[src/rtl/aud_rx_pkg.sv]
package aud_rx_pkg;

   typedef enum logic [1:0] {
      WCODE_24  = 2'd0,
      WCODE_20  = 2'd1,
      WCODE_16  = 2'd2,
      WCODE_RSV = 2'd3
   } wcode_e;

   typedef struct packed {
      logic vbit;
      logic ubit;
      logic cbit;
      logic pbit;
      logic sob;
      logic chan;
   } sf_flags_t;

   // right shift that leaves the chosen number of top slot bits
   function automatic int unsigned drop_bits(input logic [1:0] code);
      case (code)
         WCODE_20: drop_bits = 4;
         WCODE_16: drop_bits = 8;
         default:  drop_bits = 0;
      endcase
   endfunction

endpackage

[src/rtl/aud_rx_filter.sv]
module aud_rx_filter
   import aud_rx_pkg::*;
#(
   parameter int SLOT_W = 24
) (
   input  logic              clk,
   input  logic              rst_n,
   input  logic              rx_en,
   input  logic              sf_valid,
   input  logic [SLOT_W-1:0] slot,
   input  sf_flags_t         flags,
   input  logic              cfg_vdrop,
   input  logic              cfg_sobdrop,
   input  logic              cfg_nopar,
   output logic              accept,
   output logic              par_fail
);

   logic seen;
   logic drop_v;
   logic drop_s;
   logic odd_sum;

   always_comb begin
      seen    = rx_en && sf_valid;
      drop_v  = cfg_vdrop && flags.vbit;
      drop_s  = cfg_sobdrop && flags.sob;
      odd_sum = ^{slot, flags.vbit, flags.ubit, flags.cbit, flags.pbit};
      accept  = seen && !drop_v && !drop_s;
      par_fail = seen && !cfg_nopar && odd_sum;
   end


   nopar_quiet_chk: assert property (@(posedge clk) disable iff (!rst_n)
      cfg_nopar |-> !par_fail);


   sob_drop_chk: assert property (@(posedge clk) disable iff (!rst_n)
      (sf_valid && cfg_sobdrop && flags.sob) |-> !accept);


   idle_accept_chk: assert property (@(posedge clk) disable iff (!rst_n)
      !rx_en |-> (!accept && !par_fail));

endmodule

[src/rtl/aud_rx_shaper.sv]
module aud_rx_shaper
   import aud_rx_pkg::*;
#(
   parameter int SLOT_W  = 24,
   parameter int WORD_W  = 32,
   parameter bit PACK_EN = 1'b1
) (
   input  logic              clk,
   input  logic              rst_n,
   input  logic              rx_en,
   input  logic              accept,
   input  logic [SLOT_W-1:0] slot,
   input  logic              chan,
   input  logic [1:0]        cfg_width,
   input  logic              cfg_big_end,
   input  logic              cfg_pack,
   output logic              load,
   output logic [WORD_W-1:0] word
);

   localparam int HALF_W = WORD_W / 2;
   localparam int NBYTE  = WORD_W / 8;
   localparam int EXT_W  = WORD_W - SLOT_W;

   // elaboration-time parameter checks
   if (WORD_W % 8 != 0) begin : g_bad_word
      $error("aud_rx_shaper: WORD_W must be a whole number of bytes");
   end
   if (SLOT_W < 16 || WORD_W <= SLOT_W) begin : g_bad_slot
      $error("aud_rx_shaper: need 16 <= SLOT_W < WORD_W");
   end
   if (PACK_EN && HALF_W != 16) begin : g_bad_pack
      $error("aud_rx_shaper: packing needs a 32-bit word");
   end

   logic signed [WORD_W-1:0] ext_word;
   logic        [WORD_W-1:0] pre_word;

   // width selection: keep the top bits, right-justify, sign-extend
   always_comb begin
      logic signed [WORD_W-1:0] wide;
      wide     = {{EXT_W{slot[SLOT_W-1]}}, slot};
      ext_word = wide >>> drop_bits(cfg_width);
   end

   if (PACK_EN) begin : g_pack
      logic              pend_q;
      logic [HALF_W-1:0] pdat_q;
      logic              pack16;
      logic              left_in;
      logic              right_in;

      always_comb begin
         pack16   = cfg_pack && (cfg_width == WCODE_16);
         left_in  = accept && pack16 && !chan;
         right_in = accept && pack16 && chan;
      end

      always_ff @(posedge clk or negedge rst_n) begin
         if (!rst_n) begin
            pend_q <= 1'b0;
            pdat_q <= '0;
         end else if (!rx_en) begin
            pend_q <= 1'b0;
         end else if (left_in) begin
            pend_q <= 1'b1;
            pdat_q <= slot[SLOT_W-1 -: HALF_W];
         end else if (right_in) begin
            pend_q <= 1'b0;
         end
      end

      always_comb begin
         if (pack16) begin
            load     = right_in && pend_q;
            pre_word = {slot[SLOT_W-1 -: HALF_W], pdat_q};
         end else begin
            load     = accept;
            pre_word = ext_word;
         end
      end


      pend_flush_chk: assert property (@(posedge clk) disable iff (!rst_n)
         !rx_en |=> !pend_q);


      lone_right_chk: assert property (@(posedge clk) disable iff (!rst_n)
         (right_in && !pend_q) |-> !load);


      left_hold_chk: assert property (@(posedge clk) disable iff (!rst_n)
         left_in |=> pend_q);
   end else begin : g_nopack
      always_comb begin
         load     = accept;
         pre_word = ext_word;
      end
   end

   // byte order lanes
   for (genvar b = 0; b < NBYTE; b++) begin : g_lane
      assign word[8*b +: 8] = cfg_big_end ? pre_word[8*(NBYTE-1-b) +: 8]
                                          : pre_word[8*b +: 8];
   end


   lane_order_chk: assert property (@(posedge clk) disable iff (!rst_n)
      cfg_big_end |-> (word[7:0] == pre_word[WORD_W-1 -: 8]));

endmodule

[src/rtl/aud_rx_holdreg.sv]
module aud_rx_holdreg #(
   parameter int WORD_W = 32
) (
   input  logic              clk,
   input  logic              rst_n,
   input  logic              rx_en,
   input  logic              load,
   input  logic [WORD_W-1:0] word,
   input  logic              par_fail,
   input  logic              hold_rd,
   input  logic              flag_clr,
   output logic [WORD_W-1:0] hold_word,
   output logic              hold_rdy,
   output logic              par_err,
   output logic              ovr_flag
);

   logic overrun_ev;

   always_comb overrun_ev = load && hold_rdy && !hold_rd;

   always_ff @(posedge clk or negedge rst_n) begin
      if (!rst_n) begin
         hold_word <= '0;
         hold_rdy  <= 1'b0;
         par_err   <= 1'b0;
         ovr_flag  <= 1'b0;
      end else begin
         if (load) hold_word <= word;

         if (!rx_en)       hold_rdy <= 1'b0;
         else if (load)    hold_rdy <= 1'b1;
         else if (hold_rd) hold_rdy <= 1'b0;

         if (overrun_ev)    ovr_flag <= 1'b1;
         else if (flag_clr) ovr_flag <= 1'b0;

         if (par_fail)      par_err <= 1'b1;
         else if (flag_clr) par_err <= 1'b0;
      end
   end


   rdy_on_load_chk: assert property (@(posedge clk) disable iff (!rst_n)
      load |=> hold_rdy);


   rd_clears_rdy_chk: assert property (@(posedge clk) disable iff (!rst_n)
      (hold_rd && !load) |=> !hold_rdy);


   off_not_rdy_chk: assert property (@(posedge clk) disable iff (!rst_n)
      !rx_en |=> !hold_rdy);


   ovr_set_chk: assert property (@(posedge clk) disable iff (!rst_n)
      (load && hold_rdy && !hold_rd) |=> ovr_flag);


   ovr_sticky_chk: assert property (@(posedge clk) disable iff (!rst_n)
      (ovr_flag && !flag_clr) |=> ovr_flag);


   par_sticky_chk: assert property (@(posedge clk) disable iff (!rst_n)
      (par_err && !flag_clr) |=> par_err);


   par_set_chk: assert property (@(posedge clk) disable iff (!rst_n)
      par_fail |=> par_err);

endmodule

[src/rtl/aud_rx_formatter.sv]
module aud_rx_formatter
   import aud_rx_pkg::*;
#(
   parameter int SLOT_W  = 24,
   parameter int WORD_W  = 32,
   parameter bit PACK_EN = 1'b1
) (
   input  logic              clk,
   input  logic              rst_n,
   input  logic              rx_en,
   input  logic              sf_valid,
   input  logic [SLOT_W-1:0] sf_slot,
   input  logic              sf_vbit,
   input  logic              sf_ubit,
   input  logic              sf_cbit,
   input  logic              sf_pbit,
   input  logic              sf_sob,
   input  logic              sf_chan,
   input  logic              cfg_vdrop,
   input  logic              cfg_big_end,
   input  logic [1:0]        cfg_width,
   input  logic              cfg_nopar,
   input  logic              cfg_pack,
   input  logic              cfg_sobdrop,
   input  logic              hold_rd,
   input  logic              flag_clr,
   output logic [WORD_W-1:0] hold_word,
   output logic              hold_rdy,
   output logic              par_err,
   output logic              ovr_flag
);

   sf_flags_t         flags;
   logic              accept;
   logic              par_fail;
   logic              load;
   logic [WORD_W-1:0] word;

   always_comb begin
      flags.vbit = sf_vbit;
      flags.ubit = sf_ubit;
      flags.cbit = sf_cbit;
      flags.pbit = sf_pbit;
      flags.sob  = sf_sob;
      flags.chan = sf_chan;
   end

   aud_rx_filter #(.SLOT_W(SLOT_W)) u_filter (
      .clk         (clk),
      .rst_n       (rst_n),
      .rx_en       (rx_en),
      .sf_valid    (sf_valid),
      .slot        (sf_slot),
      .flags       (flags),
      .cfg_vdrop   (cfg_vdrop),
      .cfg_sobdrop (cfg_sobdrop),
      .cfg_nopar   (cfg_nopar),
      .accept      (accept),
      .par_fail    (par_fail)
   );

   aud_rx_shaper #(.SLOT_W(SLOT_W), .WORD_W(WORD_W), .PACK_EN(PACK_EN)) u_shaper (
      .clk         (clk),
      .rst_n       (rst_n),
      .rx_en       (rx_en),
      .accept      (accept),
      .slot        (sf_slot),
      .chan        (flags.chan),
      .cfg_width   (cfg_width),
      .cfg_big_end (cfg_big_end),
      .cfg_pack    (cfg_pack),
      .load        (load),
      .word        (word)
   );

   aud_rx_holdreg #(.WORD_W(WORD_W)) u_hold (
      .clk       (clk),
      .rst_n     (rst_n),
      .rx_en     (rx_en),
      .load      (load),
      .word      (word),
      .par_fail  (par_fail),
      .hold_rd   (hold_rd),
      .flag_clr  (flag_clr),
      .hold_word (hold_word),
      .hold_rdy  (hold_rdy),
      .par_err   (par_err),
      .ovr_flag  (ovr_flag)
   );


   vdrop_no_rdy_chk: assert property (@(posedge clk) disable iff (!rst_n)
      (rx_en && sf_valid && cfg_vdrop && sf_vbit && !hold_rdy) |=> !hold_rdy);


   off_word_stable_chk: assert property (@(posedge clk) disable iff (!rst_n)
      !rx_en |=> $stable(hold_word));

endmodule

[config.mk]
export PLATFORM = sky130hd
export DESIGN_NAME = aud_rx_formatter
export DESIGN_NICKNAME = d
export VERILOG_FILES = /design/src/rtl/aud_rx_pkg.sv /design/src/rtl/aud_rx_filter.sv /design/src/rtl/aud_rx_shaper.sv /design/src/rtl/aud_rx_holdreg.sv /design/src/rtl/aud_rx_formatter.sv
export SDC_FILE = /design/constraint.sdc
export NUM_CORES = 1
export LEC_CHECK = 0
export BUFFER_PORTS_ARGS = -buffer_cell sky130_fd_sc_hd__buf_2
export CAP_MARGIN = 20
export CELL_PAD_IN_SITES_DETAIL_PLACEMENT = 2
export CELL_PAD_IN_SITES_GLOBAL_PLACEMENT = 2
export CORE_MARGIN = 4
export CORE_UTILIZATION = 35
export CTS_CLUSTER_DIAMETER = 30
export DETAILED_ROUTE_END_ITERATION = 8
export GPL_ROUTABILITY_DRIVEN = 0
export PLACE_DENSITY_LB_ADDON = 0.1
export SLEW_MARGIN = 30
export SYNTH_ARGS = -nofsm -noshare
export SYNTH_HDL_FRONTEND = slang
export SYNTH_SLANG_ARGS = --single-unit
[constraint.sdc]
create_clock -name clk -period 1.86 [get_ports clk]
set_input_delay 0.372 -clock clk [delete_from_list [all_inputs] [get_ports clk]]
set_output_delay 0.372 -clock clk [all_outputs]
set_load 0.03 [all_outputs]
==> After elaboration in Yosys (flattened, before gate mapping) <==
Cells that the tools add are included.
{ "totals": {"output_inout_bits": 35, "latch_bits": 0, "n_memories": 0, "wordCells": 50, "rom_bits": 0, "input_bits": 43, "reg_bits": 52, "ram_bits": 0} }
{ "op_classes": {"mul": 0, "n_reduce_logical": 23, "addsub": 0, "bitwise_logic": 0, "div": 0, "muxes": 16, "shift": 1, "order_cmp": 0, "n_eq_ne": 4} }
{ "op_table": {"columns": ["op", "n"], "rows": [
  ["$mux W32", 1],
  ["$mux W8", 4],
  ["$sshr A24 B4 Y32", 1],
  ["$reduce_xor A28 Y1", 1],
  ["$logic_and A1 B1 Y1", 14],
  ["$mux W1", 10],
  ["$pmux W4 S2", 1],
  ["$ne A3 B1 Y1 const B", 2],
  ["$logic_not A1 Y1", 5],
  ["$reduce_bool A2 Y1", 2],
  ["$eq A2 B1 Y1 const B", 1],
  ["$eq A2 B2 Y1 const B", 1],
  ["$reduce_and A2 Y1", 1]
]} }

==> Longest topological paths before layout <==
{ "depth": {"depth_word": 11, "ltp_mapped": 9, "ltp_nobuf": 5} }

==> By module <==
A second synthesis with hierarchy kept.
{ "hier_totals": {"cells_unflattened": 359, "hier_area_um2": 3683.5} }
{ "by_module_without_submodules": {"columns": ["mod", "cells_per_inst", "area_per_inst_um2", "seq_area_each_um2", "instances"], "rows": [
  ["aud_rx_shaper", 255, 1960.6, 425.4, 1],
  ["aud_rx_holdreg", 76, 1446.4, 875.8, 1],
  ["aud_rx_filter", 28, 276.5, 0.0, 1]
]} }

==> Worst setup path after synthesis <==
Ideal clock, no wire load.
{ "synth_timing": {"kind": "input -> register", "start": "input port cfg_pack", "end": "register u_shaper.g_pack.pdat_q[2]", "setup_ns": 0.125, "setup_slack_ns": 0.027, "path_stages": 7, "t_required_ns": 1.735, "t_arrival_ns": 1.708, "path_buffers": 4, "path_cell_list": "buf_2 -> and3b_1 -> buf_2 -> and3b_1 -> buf_2 -> buf_4 -> mux2_2"} }
{ "synth_between": {"elab_chain_len": 4} }
{ "synth_lines": {"columns": ["item", "line", "text"], "rows": [
  ["start: declaration", "aud_rx_formatter.sv:23", "input logic cfg_pack,"],
  ["$logic_and A1 B1 Y1", "aud_rx_shaper.sv:54", "pack16 = cfg_pack && (cfg_width == WCODE_16);"],
  ["$logic_and A1 B1 Y1 (2 in a row)", "aud_rx_shaper.sv:55", "left_in = accept && pack16 && !chan;"],
  ["$reduce_and A2 Y1 (no source line)", null, null],
  ["end signal: assignment", "aud_rx_shaper.sv:67", "pdat_q <= slot[SLOT_W-1 -: HALF_W];"],
  ["end: declaration", "aud_rx_shaper.sv:48", "logic [HALF_W-1:0] pdat_q;"]
]} }
Every way passes these cells.
A chain may end at the register's enable or synchronous reset.

==> Worst setup path in the final report <==
{ "layout_timing": {"start": "input port sf_slot[0]", "end": "register u_hold.par_err"} }
{ "layout_between": {"elab_chain_len": 3, "elab_cells_between_ends": 4, "cone_classes": "mux (1); reduce/logical (3)"} }
{ "layout_lines": {"columns": ["item", "line", "text"], "rows": [
  ["start: declaration", "aud_rx_formatter.sv:12", "input logic [SLOT_W-1:0] sf_slot,"],
  ["$reduce_xor A28 Y1 *", "aud_rx_filter.sv:28", "odd_sum = ^{slot, flags.vbit, flags.ubit, flags.cbit, flags.pbit};"],
  ["$logic_and A1 B1 Y1 *", "aud_rx_filter.sv:30", "par_fail = seen && !cfg_nopar && odd_sum;"],
  ["$mux W1 or $reduce_bool A2 Y1 (tied branches)", null, null],
  ["end signal: assignment", "aud_rx_holdreg.sv:26", "par_err <= 1'b0;"],
  ["end signal: assignment", "aud_rx_holdreg.sv:38", "if (par_fail) par_err <= 1'b1;"],
  ["end signal: assignment", "aud_rx_holdreg.sv:39", "else if (flag_clr) par_err <= 1'b0;"],
  ["end: declaration", "aud_rx_holdreg.sv:14", "output logic par_err,"]
]} }
Every way passes the cells marked *; elsewhere a longest branch is shown, timed or not.

==> results.txt <==
After legalization and detailed placement, the total HPWL measured 8.92 mm. The number of hold buffers added after CTS is 0. In this run the count of I/O pins placed on the die edge is 78. The area of the placeable core came out at 9770 um^2. From bottom edge to top edge, the die measures 108 um.

The clock slew seen by the registers of the worst setup and hold paths is 110 ps. The number of buffers created by CTS came out at 5. The post-synthesis area per instance is 9.03 um^2. The average detailed-routed wire length per instance is 18.8 um. The number of maximum-capacitance constraint violations came out at 0. The number of nets in the final layout came out at 524. The pin slew with the least headroom to its limit is 343 ps. The total of fill cells in the finished design came out at 1,125. The synthesis warning total came out at 0. Hold is met by 37.1 ps. The total clock sinks is 52. The horizontal die dimension came out at 108 um. Input and output buffers added on the ports amount to 77. The root buffer cell chosen for the clock tree is sky130_fd_sc_hd__clkbuf_8. The first global-routing pass estimated 18.6 mm of wire. The clock arrives with 9.01 ps of skew. The area enclosed by the die boundary is 11,700 um^2. The pin count of the biggest net entering global routing came out at 53. Counting I/O delays and the setup requirement, the final critical path takes 1620 ps.

The number of antenna violations at the first check in global routing is 0. The per-cell via count in the routed design is 5.24. The worst-case headroom to the max-slew limit came out at 77.0%. The quantity of gates resized following cts came out at 0.

The post-route core utilization is 45.6%. The number of synthesized flops with an enable pin is 0. The clock tree from TritonCTS is built. The remaining global-route overflow came out at 0. The number of global-route vias before repair is 3,516.

The worst endpoint required time is 2090 ps. The antenna violation net count after detailed routing is 0. The floorplan has 36 rows. In this run the power density over the cells is 850 nW/um^2. Relative to the synthesized area, the layout overhead comes to 26.7%. The maximum fanout encountered on the critical timing path is 2. The number of max-slew violations in the final report is 0.

The count of different cell masters after synthesis came out at 33. Summed over all cells, the static leakage comes to 0.00217 uW. In this run, placement finished with an instance count of 607.

The run finished with clean final reports. The net count of the mapped netlist came out at 433. Setup repair after global routing left no endpoint under its margin. Synthesis produced 390 cells. Across the VDD grid, the largest voltage drop is 0.000441 V. The clock tree synthesis step divided the H-tree into 2 levels.

The async set-reset flop share out of synthesis is 100%. The DRC violation count after routing came out at 0. The final standard cell count with taps included and fillers excluded is 615. The number of setup buffers added after CTS came out at 0.

The kind of launch point of the worst setup path is an input port. Sequential elements use 37.0% of the synthesized area. Timing would allow up to 0.619 GHz.

The worst setup path is captured at a flip-flop. The critical path is of the input port to flip-flop type. The total routing usage reported by global routing came out at 20.3%. The power consumption came out at 3790 uW.

The insertion delay of the later-clocked pin in the worst-skew pair is 310 ps. The tightest min-delay check is of the input port to async pin type. The final layout contains routed wiring with a total length of 11.6 mm.

Setup violations remaining at the end of the flow were counted as 0. The number of hold-slack violations in the final timing report is 0. The antenna diode count is 0. The detailed-route via count came out at 3,225. Cells with a size suffix above 1 make up 35.3% of the layout. The number of buffers on the longest clock path is 2. The dominant register cell in the synthesized netlist is sky130_fd_sc_hd__dfrtp_1. The detailed router's first-iteration violation count is 93. The summed instance area of the synthesized netlist came out at 3520 um^2. In this run, synthesis produced a sequential element count of 52. The number of optimization iterations in the first detailed-route pass is 4. The final clock period utilization by the worst path is 86.9%. The initial cell density of the core came out at 36.0%. The endpoint arrival time on the critical path is 1840 ps.
==> cells by family (layout without fill, tap and decap cells) <==
group / Yosys count / in the layout / share of synthesized area [%]
xor+xnor: 25 / 25 / 7.43
mux: 54 / 54 / 16.6
simple gates: 71 / 71 / 8.99
flops: 52 / 52 / 37.0
buf+inv: 59 / 151 / 7.11
compound gates: 129 / 129 / 23.0
==> worst max-delay path: stages <==
cell and delay (ps):
sky130_fd_sc_hd__buf_2 120, sky130_fd_sc_hd__xnor2_2 170, sky130_fd_sc_hd__xnor2_1 150, sky130_fd_sc_hd__xnor3_1 410
sky130_fd_sc_hd__xnor3_1 420, sky130_fd_sc_hd__o32ai_2 210
==> layout make-up <==
| class | count | area, um^2 | share of cell area [%] |
|---|---|---|---|
| clock inverter | 3 | 46.3 | 1.04 |
| clock buffer | 5 | 68.8 | 1.54 |
| sequential | 52 | 1300 | 29.2 |
| tap | 133 | 166 | 3.73 |
| timing repair buffer | 123 | 831 | 18.6 |
| inverter | 20 | 75.1 | 1.68 |
| multi-input combinational | 279 | 1970 | 44.2 |
==> metal layers <==
layer | track usage (%) | vias up | part of all wire, %
met5 | 0 | - | 0
met4 | 2.80 | 0 | 0.41
met3 | 2.51 | 4 | 2.6
met2 | 37.9 | 48 | 53
met1 | 25.6 | 1623 | 44
li1 | - | 1550 | -
==> per-stage QoR <==
step / worst slack, ps / instance area (um^2) / TNS (ps)
final: 244 / 4460 / 0
after global routing: 156 / 4460 / 0
after CTS: 226 / 4460 / 0
after detailed placement: -108 / 4350 / -1910
after global placement: -71.7 / 4350 / -1020
after floorplan: 27.4 / 3520 / 0
==> power by group <==
| part | total [uW] | leakage (uW) | internal, uW | switching (uW) |
|---|---|---|---|---|
| combinational | 1510 | 0.00145 | 610 | 897 |
| clock | 822 | 0.0000600 | 409 | 413 |
| sequential | 1460 | 0.000667 | 1340 | 118 |
| total | 3790 | 0.00217 | 2360 | 1430 |
==> flip-flops by register name, summed over array words and instances (netlist names) <==
name / count
u_hold.ovr_flag: 1
u_shaper.g_pack.pdat_q: 16
u_hold.hold_rdy: 1
u_shaper.g_pack.pend_q: 1
u_hold.hold_word: 32
u_hold.par_err: 1
==> cell usage in the layout, fill, tap and decap left out, types with 2 or more instances in the layout <==
cell type	count
sky130_fd_sc_hd__dfrtp_1	52
sky130_fd_sc_hd__nor2b_1	2
sky130_fd_sc_hd__buf_2	77
sky130_fd_sc_hd__inv_1	20
sky130_fd_sc_hd__clkbuf_8	5
sky130_fd_sc_hd__a21oi_1	49
sky130_fd_sc_hd__xor2_1	2
sky130_fd_sc_hd__a22o_1	4
sky130_fd_sc_hd__nor2_1	23
sky130_fd_sc_hd__mux2_2	34
sky130_fd_sc_hd__nand2b_1	11
sky130_fd_sc_hd__mux2i_1	20
sky130_fd_sc_hd__nand2_1	29
sky130_fd_sc_hd__a21o_1	8
sky130_fd_sc_hd__xnor3_1	2
sky130_fd_sc_hd__buf_4	38
sky130_fd_sc_hd__buf_12	8
sky130_fd_sc_hd__and3b_1	2
sky130_fd_sc_hd__xnor2_1	19
sky130_fd_sc_hd__o21ai_0	21
sky130_fd_sc_hd__a31oi_1	4
sky130_fd_sc_hd__a211oi_1	34
sky130_fd_sc_hd__a311oi_1	4
sky130_fd_sc_hd__xnor2_2	2
==> worst paths after layout <==
check                                                  to  slack, ps  depth (start not counted)                        from
worst min-delay path            u_shaper.g_pack.pdat_q[3]         40                          2                       rst_n
worst max register to register       u_hold.hold_word[14]        410                          6  u_shaper.g_pack.pdat_q[14]
max in group asynchronous             u_hold.hold_word[3]       1550                          2                       rst_n
min in group clk                           u_hold.par_err        260                          2                   cfg_nopar
worst min register to register       u_hold.hold_word[29]        490                          1        u_hold.hold_word[29]
worst max-delay path                       u_hold.par_err        240                          6                  sf_slot[0]
==> cell usage after synthesis, drive strengths merged, types with 8 or more instances <==
| cell type | count | share of area, % |
|---|---|---|
| a211oi | 34 | 7.2 |
| mux2i | 20 | 5.7 |
| nor2 | 23 | 2.5 |
| o21ai | 21 | 3.0 |
| nand2 | 30 | 3.2 |
| clkbuf | 22 | 2.4 |
| xnor2 | 21 | 5.7 |
| mux2 | 34 | 11 |
| a21oi | 49 | 7.0 |
| a21o | 8 | 1.7 |
| dfrtp | 52 | 37 |
| buf | 17 | 2.6 |
| nand2b | 11 | 2.0 |
| inv | 20 | 2.1 |
(Power assumes the default switching activity.)
